File: config.mk
export PLATFORM = sky130hd
export DESIGN_NAME = cmd_rsp_capture
export DESIGN_NICKNAME = d
export VERILOG_FILES = /design/src/rtl/cmd_rsp_pkg.sv /design/src/rtl/cr_byte_buf.sv /design/src/rtl/cr_verdict.sv /design/src/rtl/cmd_rsp_capture.sv
export SDC_FILE = /design/constraint.sdc
export NUM_CORES = 1
export LEC_CHECK = 0
export ABC_CLOCK_PERIOD_IN_PS = 5650
export BUFFER_PORTS_ARGS = -buffer_cell sky130_fd_sc_hd__buf_2
export CAP_MARGIN = 20
export CORE_ASPECT_RATIO = 2
export CORE_UTILIZATION = 55
export CTS_BUF_LIST = sky130_fd_sc_hd__clkbuf_16
export DETAILED_ROUTE_END_ITERATION = 12
export GPL_ROUTABILITY_DRIVEN = 0
export PLACE_DENSITY_LB_ADDON = 0.08
export SLEW_MARGIN = 20
export SYNTH_ARGS = -nofsm -noshare
export SYNTH_HDL_FRONTEND = slang
export SYNTH_SLANG_ARGS = --single-unit
File: constraint.sdc
create_clock -name clk -period 5.65 [get_ports clk]
set_input_delay 0.565 -clock clk [delete_from_list [all_inputs] [get_ports clk]]
set_output_delay 0.565 -clock clk [all_outputs]
set_load 0.02 [all_outputs]
File: src/rtl/cmd_rsp_pkg.sv
package cmd_rsp_pkg;
    typedef enum logic [1:0] {
        PH_IDLE = 2'd0,
        PH_REQ  = 2'd1,
        PH_WAIT = 2'd2
    } phase_e;

    localparam int CW_W      = 11;
    localparam int CW_IDX_W  = 6;
    localparam int CW_RESP   = 6;
    localparam int CW_LONG   = 7;
    localparam int CW_START  = 10;

    localparam int STAT_W    = 8;
    localparam int ST_TOUT   = 2;
    localparam int ST_GOT    = 6;
    localparam int ST_SENT   = 7;
endpackage

File: src/rtl/cr_byte_buf.sv
module cr_byte_buf #(
    parameter int LONG_BYTES = 16,
    parameter int CNT_W      = 5
) (
    input  logic                    clk,
    input  logic                    rst_n,
    input  logic                    clr,
    input  logic                    wr_en,
    input  logic [7:0]              wr_byte,
    output logic [CNT_W-1:0]        cnt,
    output logic [LONG_BYTES*8-1:0] bytes_o
);
    localparam int CNT_SAT = LONG_BYTES + 1;

    typedef struct packed {
        logic [CNT_W-1:0]            cnt;
        logic [LONG_BYTES-1:0][7:0]  mem;
    } buf_t;

    buf_t buf_d, buf_q;
    logic [LONG_BYTES-1:0] lane_we;

    generate
        for (genvar i = 0; i < LONG_BYTES; i++) begin : g_lane
            assign lane_we[i] = wr_en && !clr && (buf_q.cnt == CNT_W'(i));
        end
    endgenerate

    always_comb begin
        buf_d = buf_q;
        if (clr) begin
            buf_d.cnt = '0;
        end else if (wr_en && buf_q.cnt != CNT_W'(CNT_SAT)) begin
            buf_d.cnt = buf_q.cnt + 1'b1;
        end
        for (int i = 0; i < LONG_BYTES; i++) begin
            if (lane_we[i]) buf_d.mem[i] = wr_byte;
        end
    end

    always_ff @(posedge clk or negedge rst_n) begin
        if (!rst_n) buf_q <= '0;
        else        buf_q <= buf_d;
    end

    assign cnt     = buf_q.cnt;
    assign bytes_o = buf_q.mem;
endmodule

File: src/rtl/cr_verdict.sv
module cr_verdict #(
    parameter int LONG_BYTES  = 16,
    parameter int SHORT_BYTES = 4,
    parameter int WORD_W      = 32,
    parameter int CNT_W       = 5
) (
    input  logic                    expect_rsp,
    input  logic                    long_rsp,
    input  logic                    card_err,
    input  logic [CNT_W-1:0]        cnt,
    input  logic [LONG_BYTES*8-1:0] bytes_i,
    output logic                    tout,
    output logic                    got_rsp,
    output logic                    sent,
    output logic [LONG_BYTES*8-1:0] words_o
);
    localparam int BPW    = WORD_W / 8;
    localparam int NWORDS = LONG_BYTES / BPW;

    logic [LONG_BYTES*8-1:0] packed_w;
    logic is_short, is_long, bad;

    generate
        for (genvar w = 0; w < NWORDS; w++) begin : g_word
            for (genvar j = 0; j < BPW; j++) begin : g_byte
                assign packed_w[w*WORD_W + WORD_W - 1 - 8*j -: 8] =
                    bytes_i[(w*BPW + j)*8 +: 8];
            end
        end
    endgenerate

    assign is_short = (cnt == CNT_W'(SHORT_BYTES));
    assign is_long  = (cnt == CNT_W'(LONG_BYTES));
    assign bad      = card_err ||
                      (expect_rsp && ((cnt == '0) || (is_short && long_rsp) ||
                                      !(is_short || is_long)));
    assign tout     = bad;
    assign got_rsp  = !bad && expect_rsp;
    assign sent     = !bad && !expect_rsp;

    always_comb begin
        words_o = packed_w;
        if (is_short) begin
            words_o[LONG_BYTES*8-1:SHORT_BYTES*8] = '0;
        end else begin
            words_o[(NWORDS-1)*WORD_W] = 1'b0;
        end
    end
endmodule

File: src/rtl/cmd_rsp_capture.sv
module cmd_rsp_capture
    import cmd_rsp_pkg::*;
#(
    parameter int LONG_BYTES  = 16,
    parameter int SHORT_BYTES = 4,
    parameter int WORD_W      = 32,
    parameter int ARG_W       = 32
) (
    input  logic                    clk,
    input  logic                    rst_n,
    input  logic                    cmd_wr,
    input  logic [CW_W-1:0]         cmd_word_i,
    input  logic [ARG_W-1:0]        cmd_arg_i,
    input  logic [STAT_W-1:0]       status_clr,
    output logic                    req_valid,
    output logic [CW_IDX_W-1:0]     req_index,
    output logic [ARG_W-1:0]        req_arg,
    input  logic                    rsp_byte_valid,
    input  logic [7:0]              rsp_byte,
    input  logic                    rsp_done,
    input  logic                    rsp_err,
    output logic                    busy,
    output logic [CW_W-1:0]         cmd_word_o,
    output logic [STAT_W-1:0]       status,
    output logic [LONG_BYTES*8-1:0] resp_data
);
    localparam int RESP_W = LONG_BYTES * 8;
    localparam int CNT_W  = $clog2(LONG_BYTES + 2);

    typedef struct packed {
        phase_e             phase;
        logic [CW_W-1:0]    cmd;
        logic [ARG_W-1:0]   arg;
        logic [STAT_W-1:0]  status;
        logic [RESP_W-1:0]  resp;
    } state_t;

    state_t st_d, st_q;

    logic              start;
    logic              byte_we;
    logic [CNT_W-1:0]  byte_cnt;
    logic [RESP_W-1:0] byte_img;
    logic              v_tout, v_got, v_sent;
    logic [RESP_W-1:0] v_words;

    assign start   = (st_q.phase == PH_IDLE) && cmd_wr && cmd_word_i[CW_START];
    assign byte_we = (st_q.phase == PH_WAIT) && rsp_byte_valid && !rsp_done;

    cr_byte_buf #(
        .LONG_BYTES (LONG_BYTES),
        .CNT_W      (CNT_W)
    ) u_buf (
        .clk     (clk),
        .rst_n   (rst_n),
        .clr     (start),
        .wr_en   (byte_we),
        .wr_byte (rsp_byte),
        .cnt     (byte_cnt),
        .bytes_o (byte_img)
    );

    cr_verdict #(
        .LONG_BYTES  (LONG_BYTES),
        .SHORT_BYTES (SHORT_BYTES),
        .WORD_W      (WORD_W),
        .CNT_W       (CNT_W)
    ) u_verdict (
        .expect_rsp (st_q.cmd[CW_RESP]),
        .long_rsp   (st_q.cmd[CW_LONG]),
        .card_err   (rsp_err),
        .cnt        (byte_cnt),
        .bytes_i    (byte_img),
        .tout       (v_tout),
        .got_rsp    (v_got),
        .sent       (v_sent),
        .words_o    (v_words)
    );

    always_comb begin
        logic [STAT_W-1:0] set_bits;
        st_d     = st_q;
        set_bits = '0;
        unique case (st_q.phase)
            PH_IDLE: begin
                if (cmd_wr) begin
                    st_d.cmd = cmd_word_i;
                    st_d.arg = cmd_arg_i;
                    if (cmd_word_i[CW_START]) st_d.phase = PH_REQ;
                end
            end
            PH_REQ: begin
                st_d.phase = PH_WAIT;
            end
            PH_WAIT: begin
                if (rsp_done) begin
                    st_d.phase          = PH_IDLE;
                    st_d.cmd[CW_START]  = 1'b0;
                    set_bits[ST_TOUT]   = v_tout;
                    set_bits[ST_GOT]    = v_got;
                    set_bits[ST_SENT]   = v_sent;
                    if (v_got) st_d.resp = v_words;
                end
            end
            default: st_d.phase = PH_IDLE;
        endcase
        st_d.status = (st_q.status & ~status_clr) | set_bits;
    end

    always_ff @(posedge clk or negedge rst_n) begin
        if (!rst_n) st_q <= '0;
        else        st_q <= st_d;
    end

    assign busy       = (st_q.phase != PH_IDLE);
    assign req_valid  = (st_q.phase == PH_REQ);
    assign req_index  = st_q.cmd[CW_IDX_W-1:0];
    assign req_arg    = st_q.arg;
    assign cmd_word_o = st_q.cmd;
    assign status     = st_q.status;
    assign resp_data  = st_q.resp;
endmodule

==> reports/qor.csv, run 1 <==
metric;value;unit
power_density;320;nW/um^2
first_global_vias;7790;
yosys_warnings;0;
synth_edf_count;0;
worstHoldPathType;input pin to flop;
critical_path_depth;3;
die_area;26100;sq um
p_total;4820;uW
finalSetupViolCount;0;
fin_setup_tns;0;ns
cts_sinks;312;
critPathKind;flop to flop;
async_flop_share;1.00;
nNetsFinal;1238;
hold_buffers;1;
die_h;227;um
critPathMaxFanout;15;
crit_family;simple AND/OR/NAND/NOR gates;
status;finished, final reports clean;
grt_max_degree;172;
synth_top_cell_by_area;dfrtp_1;
worst-path-buf-inv;0;
ant_nets;0;
num_rows;82;
vdd_drop_max;344;uV
crit_chain;nor4bb_4, nand3_1, mux2_2;
yosysMostFrequentCell;dfrtp_1;
design.core.area;25000;sq um
syn_inst;1112;
cts_resized;0;
vias;7601;
synth_seq_cells;312;
synth_flop_cell;dfrtp_1;
max_stage_delay;0.99;ns
slowest_stage;nor4bb_4;
syn_avg_cell_area;12.6;sq um
path_clk_slew;0.07;ns
overflow;0;
fmax;377;MHz
syn_nets;1182;
die_x;115;um
arrival;3.07;ns
antenna_found_initial;0;
cts.path.max_buffers;3;
insertion_delay;0.55;ns
tightest_slew;1.11;ns
synth.area.top_cells;dfrtp_1 (56%), mux2_2 (14%), buf_4 (11%), mux2i_1 (6.8%), inv_1 (2.8%);
hold_viol;0;
maxSlewHeadroom;0.259;
via_per_inst;4.99;
hold_depth;2;
whs;0.160;ns
rsz0062_at_grt;no;
clock_skew;0.0132;ns
setup_slack;3.00;ns
cap_violations;0;
ys_seq_area_frac;0.558;
cts_max_level;1;
wl_per_cell;17.8;um
drc;0;
nFillCells;2162;
root_buffer;clkbuf_16;
slew_violations;0;
pre_cts_ws;2.83;ns
io_pins;252;
worst_setup_path_start_kind;flop;
post_cts_buffers;0;
initialDrtViolationCount;348;
drt_pass1_iterations;4;
timing.final.crit_share;0.469;
dp_hpwl;17.6;mm
synth_commonest_cells;dfrtp_1 (312), buf_4 (198), mux2_2 (176);
area_delta_synth_final;7.71;%
power.leakage;0.00754;uW
synth_cell_types;37;
cts_inserted_buffers;28;
synth_top_area_frac;0.558;
numPortBuffers;250;
crit_path_end_kind;flop;
start_util;0.558;
dp_cells;1473;
cts_tree;built;
track_usage;0.212;
num_antenna_cells;0;
netlist_area;14000;sq um
wl;27.1;mm
drive_above_1_share;0.413;
worst-r2r-cell-count;3;
grt_pass1_wl;42.2;mm
critPathRequiredTime;6.07;ns
fin_cells;1523;
fin_crit;2.65;ns
cell families (layout without fill, tap and decap cells):
logic type	count (synthesis)	in the layout	share of synthesized area
AO/OA/AOI/OAI	16	16	0.00752
adder cells (fa/ha/maj)	5	5	0.00447
multiplexers	296	296	0.230
AND/OR/NAND/NOR	147	147	0.0548
other	1	1	0.000268
buffers and inverters	335	410	0.145
flip-flops	312	312	0.558
power breakdown:
group | switching (uW) | internal, uW
registers | 78.5 | 2360
logic | 290 | 197
clock network | 827 | 1070
total | 1190 | 3620
sequential cells by signal, indices dropped and copies added (netlist names):
| signal | flops |
|---|---|
| req_arg | 32 |
| cmd_word_o | 11 |
| resp_data | 127 |
| status | 8 |
| st_q | 2 |
| u_buf.cnt | 5 |
| u_buf.bytes_o | 127 |
worst paths after layout:
path / startpoint / endpoint / slack [ns]
min in group asynchronous: rst_n / resp_data[83]$_DFFE_PN0P_ / 0.56
setup / recovery: st_q[179]$_DFFE_PN0P_ / u_buf.bytes_o[90]$_DFFE_PN0P_ / 3.00
hold reg to reg: status[6]$_DFF_PN0_ / status[6]$_DFF_PN0_ / 0.48
hold / removal: status_clr[4] / status[4]$_DFF_PN0_ / 0.16
setup reg to reg: st_q[179]$_DFFE_PN0P_ / u_buf.bytes_o[90]$_DFFE_PN0P_ / 3.00
max in group asynchronous: rst_n / u_buf.bytes_o[0]$_DFFE_PN0P_ / 3.73
routing by layer:
metal,track usage,part of all wire,up-vias
li1,-,-,3538
met1,0.257,0.40,3840
met2,0.383,0.53,191
met3,0.0357,0.046,32
met4,0.0645,0.022,0
met5,0,0,-
layout by cell type (no fill, tap or decap), types with 3 or more instances in the layout:
cell type,instances
nand2_1,97
nor3b_4,3
nor2b_1,12
mux2i_1,95
ha_1,5
buf_2,249
nand3_1,8
o21ai_0,5
clkinv_2,8
a21oi_1,5
nor2_1,3
dfrtp_1,312
bufinv_16,3
buf_4,4
mux2_2,176
mux2_1,25
nand3_2,7
inv_1,105
clkinv_1,7
clkbuf_16,29
layout make-up:
| class | instances | area [sq um] | area share |
|---|---|---|---|
| Sequential cell | 312 | 7810 | 0.518 |
| Multi-Input combinational cell | 465 | 4200 | 0.279 |
| Timing Repair Buffer | 257 | 1340 | 0.0891 |
| Clock buffer | 29 | 726 | 0.0482 |
| Tap cell | 336 | 420 | 0.0279 |
| Inverter | 104 | 390 | 0.0259 |
| Clock inverter | 20 | 176 | 0.0117 |
metrics by stage:
step                      area, sq um   util
after global placement          14100  0.565
after global routing            15100  0.602
final                           15100  0.602
after floorplan                 14000      -
after CTS                       15100  0.602
after detailed placement        14100  0.565
No activity file was read; power rests on OpenSTA's default activity.
==> run 2, diff against run 1 <==
--- a/config.mk
+++ b/config.mk
@@ -5,11 +5,11 @@
 export SDC_FILE = /design/constraint.sdc
 export NUM_CORES = 1
 export LEC_CHECK = 0
-export ABC_CLOCK_PERIOD_IN_PS = 5650
+export ABC_CLOCK_PERIOD_IN_PS = 2400
 export BUFFER_PORTS_ARGS = -buffer_cell sky130_fd_sc_hd__buf_2
 export CAP_MARGIN = 20
 export CORE_ASPECT_RATIO = 2
-export CORE_UTILIZATION = 55
+export CORE_UTILIZATION = 51
 export CTS_BUF_LIST = sky130_fd_sc_hd__clkbuf_16
 export DETAILED_ROUTE_END_ITERATION = 12
 export GPL_ROUTABILITY_DRIVEN = 0
==> constraint.sdc (replaced) <==
create_clock -name clk -period 2.4 [get_ports clk]
set_input_delay 0.24 -clock clk [delete_from_list [all_inputs] [get_ports clk]]
set_output_delay 0.24 -clock clk [all_outputs]
set_load 0.02 [all_outputs]
==> run 2 against run 1 <==
  * Global-route usage decreased by 0.56 points
  * Largest power group unchanged
  * Count of clock-buffer cells in the layout unchanged
  * Fmax increased by 27%
  * Combinational power increased to 2.6 times the previous value
  * Sequential cell count unchanged
==> reports/qor.csv, run 2 (synthesized netlist as in run 1, its figures left out) <==
metric;value;unit;change
first_global_vias;8336;;+7.0%
timing.final.crit_share;0.867;;+0.397
io_pins;252;;unchanged
critPathMaxFanout;46;;+31
clock_skew;0.0118;ns;-0.00143 ns
drive_above_1_share;0.404;;-0.00835
nNetsFinal;1307;;+5.6%
die_x;119;um;+3.8%
vias;7949;;+4.6%
worstHoldPathType;input pin to flop;;
cts_max_level;1;;unchanged
design.core.area;26900;sq um;+7.5%
power.switching;2780;uW;+130%
fin_setup_tns;0;ns;unchanged
p_int;8830;uW;+140%
overflow;0;;unchanged
wl_per_cell;17.4;um;-2.0%
hold_viol;0;;unchanged
maxSlewHeadroom;0.553;;+0.293
power_density;733;nW/um^2;+130%
insertion_delay;0.54;ns;about the same
tightest_slew;0.662;ns;-0.447 ns
cap_violations;0;;unchanged
cts_sinks;312;;unchanged
initialDrtViolationCount;341;;-2.0%
placed_area;14400;sq um;+1.6%
dp_cells;1503;;+2.0%
dp_hpwl;18.8;mm;+6.6%
whs;0.0518;ns;-0.108 ns
power.leakage;0.00789;uW;+4.6%
rsz0062_at_grt;no;;
drc;0;;unchanged
finalSetupViolCount;0;;unchanged
finalInstanceArea;15800;sq um;+5.2%
power_frac_clock;0.399;;+0.006
pwr-share-seq;0.494;;-0.013
die_h;236;um;+3.8%
p_total;11600;uW;+140%
arrival;2.53;ns;-0.54 ns
path_clk_slew;0.07;ns;about the same
grt_pass1_wl;45.5;mm;+7.9%
fin_crit;2.08;ns;-0.571 ns
layout_common_cells;dfrtp_1 (312), buf_2 (249), mux2_2 (176);;
wl;28.0;mm;+3.2%
post_cts_buffers;0;;unchanged
cts_tree;built;;
num_antenna_cells;0;;unchanged
grt_max_degree;66;;-62%
nFillCells;2251;;+4.1%
numPortBuffers;250;;unchanged
slew_violations;0;;unchanged
track_usage;0.206;;-0.00564
fmax;481;MHz;+27%
cts_inserted_buffers;28;;unchanged
combPwrFrac;0.107;;+0.006
antenna_found_initial;0;;unchanged
ant_nets;0;;unchanged
cts.path.max_buffers;3;;unchanged
via_per_inst;4.96;;-0.70%
status;finished, final reports clean;;
die_area;28100;sq um;+7.7%
critPathRequiredTime;2.85;ns;-3.22 ns
swShare;0.239;;-0.00851
layout_commonest_cell;dfrtp_1;;
critPathKind;flop to flop;;
num_rows;85;;+3.7%
root_buffer;clkbuf_16;;
worst_setup_path_start_kind;flop;;
start_util;0.520;;-0.0389
regArea;7810;sq um;unchanged
crit_path_end_kind;flop;;
multi_input_area;4200;sq um;unchanged
drt_pass1_iterations;4;;unchanged
vdd_drop_max;889;uV;+160%
fin_cells;1604;;+5.3%
area_delta_synth_final;13.3;%;
[run 2: path summary, 6_finish.rpt]
kind / startpoint / to / slack [ns] / depth (start not counted)
hold reg to reg: status[6]$_DFF_PN0_ / status[6]$_DFF_PN0_ / 0.48 / 1
hold / removal: rsp_err / status[2]$_DFF_PN0_ / 0.05 / 3
min in group asynchronous: rst_n / resp_data[56]$_DFFE_PN0P_ / 0.22 / 2
setup reg to reg: u_buf.cnt[0]$_DFFE_PN0P_ / resp_data[100]$_DFFE_PN0P_ / 0.32 / 7
setup / recovery: u_buf.cnt[0]$_DFFE_PN0P_ / resp_data[100]$_DFFE_PN0P_ / 0.32 / 7
max in group asynchronous: rst_n / resp_data[4]$_DFFE_PN0P_ / 1.33 / 3
[run 2: final cells by class]
type	instances	share of cell area
Clock buffer	29	0.0458
Clock inverter	20	0.0141
Inverter	104	0.0246
Multi-Input combinational cell	465	0.265
Sequential cell	312	0.493
Tap cell	348	0.0275
Timing Repair Buffer	326	0.130
[run 2: per-stage QoR]
step	worst slack, ns	utilization
after floorplan	0.597	-
after global placement	0.367	0.534
after detailed placement	0.326	0.534
after CTS	0.303	0.589
after global routing	0.143	0.589
final	0.320	0.589
[run 2: per-layer routing]
layer | vias up | part of all wire | GRT usage
met4 | 0 | 0.013 | 0.0487
met1 | 4064 | 0.41 | 0.258
li1 | 3679 | - | -
met3 | 15 | 0.045 | 0.0336
met5 | - | 0 | 0
met2 | 191 | 0.54 | 0.369
[run 2: critical path, cell delays in order, from the launching register on]
cell and delay, ns:
dfrtp_1 0.43, inv_1 0.12, ha_1 0.18, nand4bb_1 0.16
a211oi_4 0.30, buf_12 0.33, buf_12 0.24, mux2i_1 0.21
[run 2: timing repair]
| item | CTS | global route |
|---|---|---|
| resized for setup | 0 | 0 |
| hold buffers | 52 | 0 |
| hold endpoints to repair | 99 | 0 |
[run 2: power groups by stage]
stage | registers, uW | clock network [uW] | logic, uW
after global placement | 5820 | 0 | 1180
final | 5730 | 4630 | 1240
after CTS | 5740 | 4780 | 1260
after floorplan | 5780 | 0 | 976
after global routing | 5780 | 4980 | 1350
after detailed placement | 5830 | 0 | 1190
==> run 3, diff against run 2 <==
--- a/config.mk
+++ b/config.mk
@@ -5,11 +5,11 @@
 export SDC_FILE = /design/constraint.sdc
 export NUM_CORES = 1
 export LEC_CHECK = 0
-export ABC_CLOCK_PERIOD_IN_PS = 2400
+export ABC_CLOCK_PERIOD_IN_PS = 2500
 export BUFFER_PORTS_ARGS = -buffer_cell sky130_fd_sc_hd__buf_2
 export CAP_MARGIN = 20
 export CORE_ASPECT_RATIO = 2
-export CORE_UTILIZATION = 51
+export CORE_UTILIZATION = 40
 export CTS_BUF_LIST = sky130_fd_sc_hd__clkbuf_16
 export DETAILED_ROUTE_END_ITERATION = 12
 export GPL_ROUTABILITY_DRIVEN = 0
==> constraint.sdc (replaced) <==
create_clock -name clk -period 2.5 [get_ports clk]
set_input_delay 0.25 -clock clk [delete_from_list [all_inputs] [get_ports clk]]
set_output_delay 0.25 -clock clk [all_outputs]
set_load 0.02 [all_outputs]
==> run 3 against run 2 <==
  * Count of clock-buffer cells in the layout up 2
  * Via count increased by 0.23%
  * Design area increased by 0.85%
  * Non-clock buffer count increased by 4
  * Critical endpoint is now resp_data[71]$_DFFE_PN0P_
  * Largest power group unchanged
==> reports/qor.csv, run 3 (synthesized netlist as in run 1, its figures left out) <==
metric;value;unit;change
ant_nets;0;;unchanged
wl_per_cell;18.1;um;+3.6%
num_rows;96;;+13%
setup_slack;0.289;ns;-0.0309 ns
numPortBuffers;250;;unchanged
placed_area;14500;sq um;+1.1%
post_cts_buffers;0;;unchanged
fmax;452;MHz;-5.9%
rsz0062_at_grt;no;;
vias;7967;;+0.23%
arrival;2.68;ns;+0.15 ns
cts.path.max_buffers;3;;unchanged
finalInstanceArea;16000;sq um;+0.85%
layout_common_cells;dfrtp_1 (312), buf_2 (249), mux2_2 (176);;
critPathMaxFanout;45;;-2.2%
nNetsFinal;1313;;+0.46%
overflow;0;;unchanged
maxSlewHeadroom;0.337;;-0.216
num_antenna_cells;0;;unchanged
insertion_delay;0.56;ns;+0.02 ns
finish.utilization;0.465;;-0.124
crit_chain;inv_1, ha_1, nand4bb_1, a211oi_4, buf_12, buf_12, mux2i_1;;
finalSetupViolCount;0;;unchanged
root_buffer;clkbuf_16;;
timing.final.crit_share;0.884;;+0.0177
swShare;0.250;;+0.0108
antenna_found_initial;0;;unchanged
drt_pass1_iterations;4;;unchanged
critPathKind;flop to flop;;
die_h;266;um;+13%
power_frac_clock;0.393;;-0.006
io_pins;252;;unchanged
fin_crit;2.21;ns;+0.131 ns
worstHoldPathType;input pin to flop;;
drive_above_1_share;0.403;;-0.00145
via_per_inst;4.68;;-5.7%
drc;0;;unchanged
status;finished, final reports clean;;
grt_max_degree;65;;-1.5%
cts_inserted_buffers;30;;+7.1%
dp_hpwl;20.6;mm;+9.8%
crit_path_frequent_cell;buf_12;;
path_clk_slew;0.06;ns;about the same
layout_commonest_cell;dfrtp_1;;
cap_violations;0;;unchanged
worst_setup_path_start_kind;flop;;
cts_sinks;312;;unchanged
cts_max_level;1;;unchanged
max_stage_delay;0.41;ns;-0.02 ns
pwr-share-seq;0.499;;+0.005
crit_path_end_kind;flop;;
clock_skew;0.0138;ns;+0.00200 ns
vdd_drop_max;565;uV;-36%
initialDrtViolationCount;224;;-34%
pre_cts_ws;0.193;ns;-0.132 ns
cts_tree;built;;
first_global_vias;8708;;+4.5%
slew_violations;0;;unchanged
die_area;35700;sq um;+27%
slowest_stage;dfrtp_1;;
hold_viol;0;;unchanged
p_int;8290;uW;-6.1%
fin_setup_tns;0;ns;unchanged
wl;30.8;mm;+10%
die_x;134;um;+13%
fin_cells;1704;;+6.2%
critPathRequiredTime;2.97;ns;+0.12 ns
area_delta_synth_final;14.3;%;
dp_cells;1600;;+6.5%
cts_resized;0;;unchanged
grt_pass1_wl;49.5;mm;+8.7%
design.core.area;34400;sq um;+28%
power.leakage;0.00792;uW;+0.42%
power.switching;2770;uW;-0.41%
power_density;692;nW/um^2;-5.5%
tightest_slew;0.970;ns;+0.308 ns
start_util;0.407;;-0.113
combPwrFrac;0.108;;about the same
track_usage;0.180;;-0.0266
run 3: worst paths after layout:
path | from | end | slack, ns | depth (start not counted)
setup / recovery | u_buf.cnt[0]$_DFFE_PN0P_ | resp_data[71]$_DFFE_PN0P_ | 0.29 | 7
hold / removal | rsp_err | status[2]$_DFF_PN0_ | 0.05 | 3
setup reg to reg | u_buf.cnt[0]$_DFFE_PN0P_ | resp_data[71]$_DFFE_PN0P_ | 0.29 | 7
hold reg to reg | status[6]$_DFF_PN0_ | status[6]$_DFF_PN0_ | 0.48 | 1
max in group asynchronous | rst_n | resp_data[67]$_DFFE_PN0P_ | 1.51 | 3
min in group asynchronous | rst_n | cmd_word_o[0]$_DFFE_PN0P_ | 0.23 | 2
run 3: what timing repair did:
action / in CTS / in global routing
hold buffers: 52 / 0
endpoints found under the hold margin: 104 / 0
setup endpoints to repair: 0 / 0
run 3: worst max-delay path: cells and delay by family (launching register included):
| family | cells | cell delay (ns) |
|---|---|---|
| muxes | 1 | 0.22 |
| AOI/OAI and AO/OA | 1 | 0.32 |
| adders and majority gates | 1 | 0.27 |
| and+or+nand+nor | 1 | 0.18 |
| DFF | 1 | 0.41 |
| buffers and inverters | 3 | 0.69 |
run 3: area by class of cell:
| type | count | area (sq um) |
|---|---|---|
| sequential | 312 | 7810 |
| timing repair buffer | 330 | 2100 |
| inverter | 104 | 390 |
| tap | 441 | 552 |
| multi-input combinational | 465 | 4200 |
| fill | 3299 | 18400 |
| clock buffer | 31 | 776 |
| clock inverter | 21 | 149 |
run 3: per-layer routing:
| metal | track usage | vias up | wire [um] |
|---|---|---|---|
| met2 | 0.336 | 184 | 16700 |
| met5 | 0 | - | 0 |
| met1 | 0.210 | 4063 | 12200 |
| met4 | 0.0452 | 0 | 480 |
| li1 | - | 3690 | - |
| met3 | 0.0311 | 30 | 1410 |
run 3: power groups by stage:
stage / combinational [uW] / sequential [uW] / clock, uW
global placement: 1150 / 5600 / 0
floorplan: 937 / 5550 / 0
detailed placement: 1160 / 5610 / 0
finish: 1200 / 5520 / 4350
global route: 1300 / 5560 / 4710
CTS: 1220 / 5520 / 4520
run 3: stage by stage:
| step | hold WS (ns) | power, uW |
|---|---|---|
| 6_report | 0.0461 | 11100 |
| 2_1_floorplan | -0.0456 | 6480 |
| 5_1_grt | 0.0150 | 11600 |
| 4_1_cts | 0.0103 | 11300 |
| 3_5_place_dp | 0.257 | 6770 |
| 3_3_place_gp | 0.246 | 6750 |
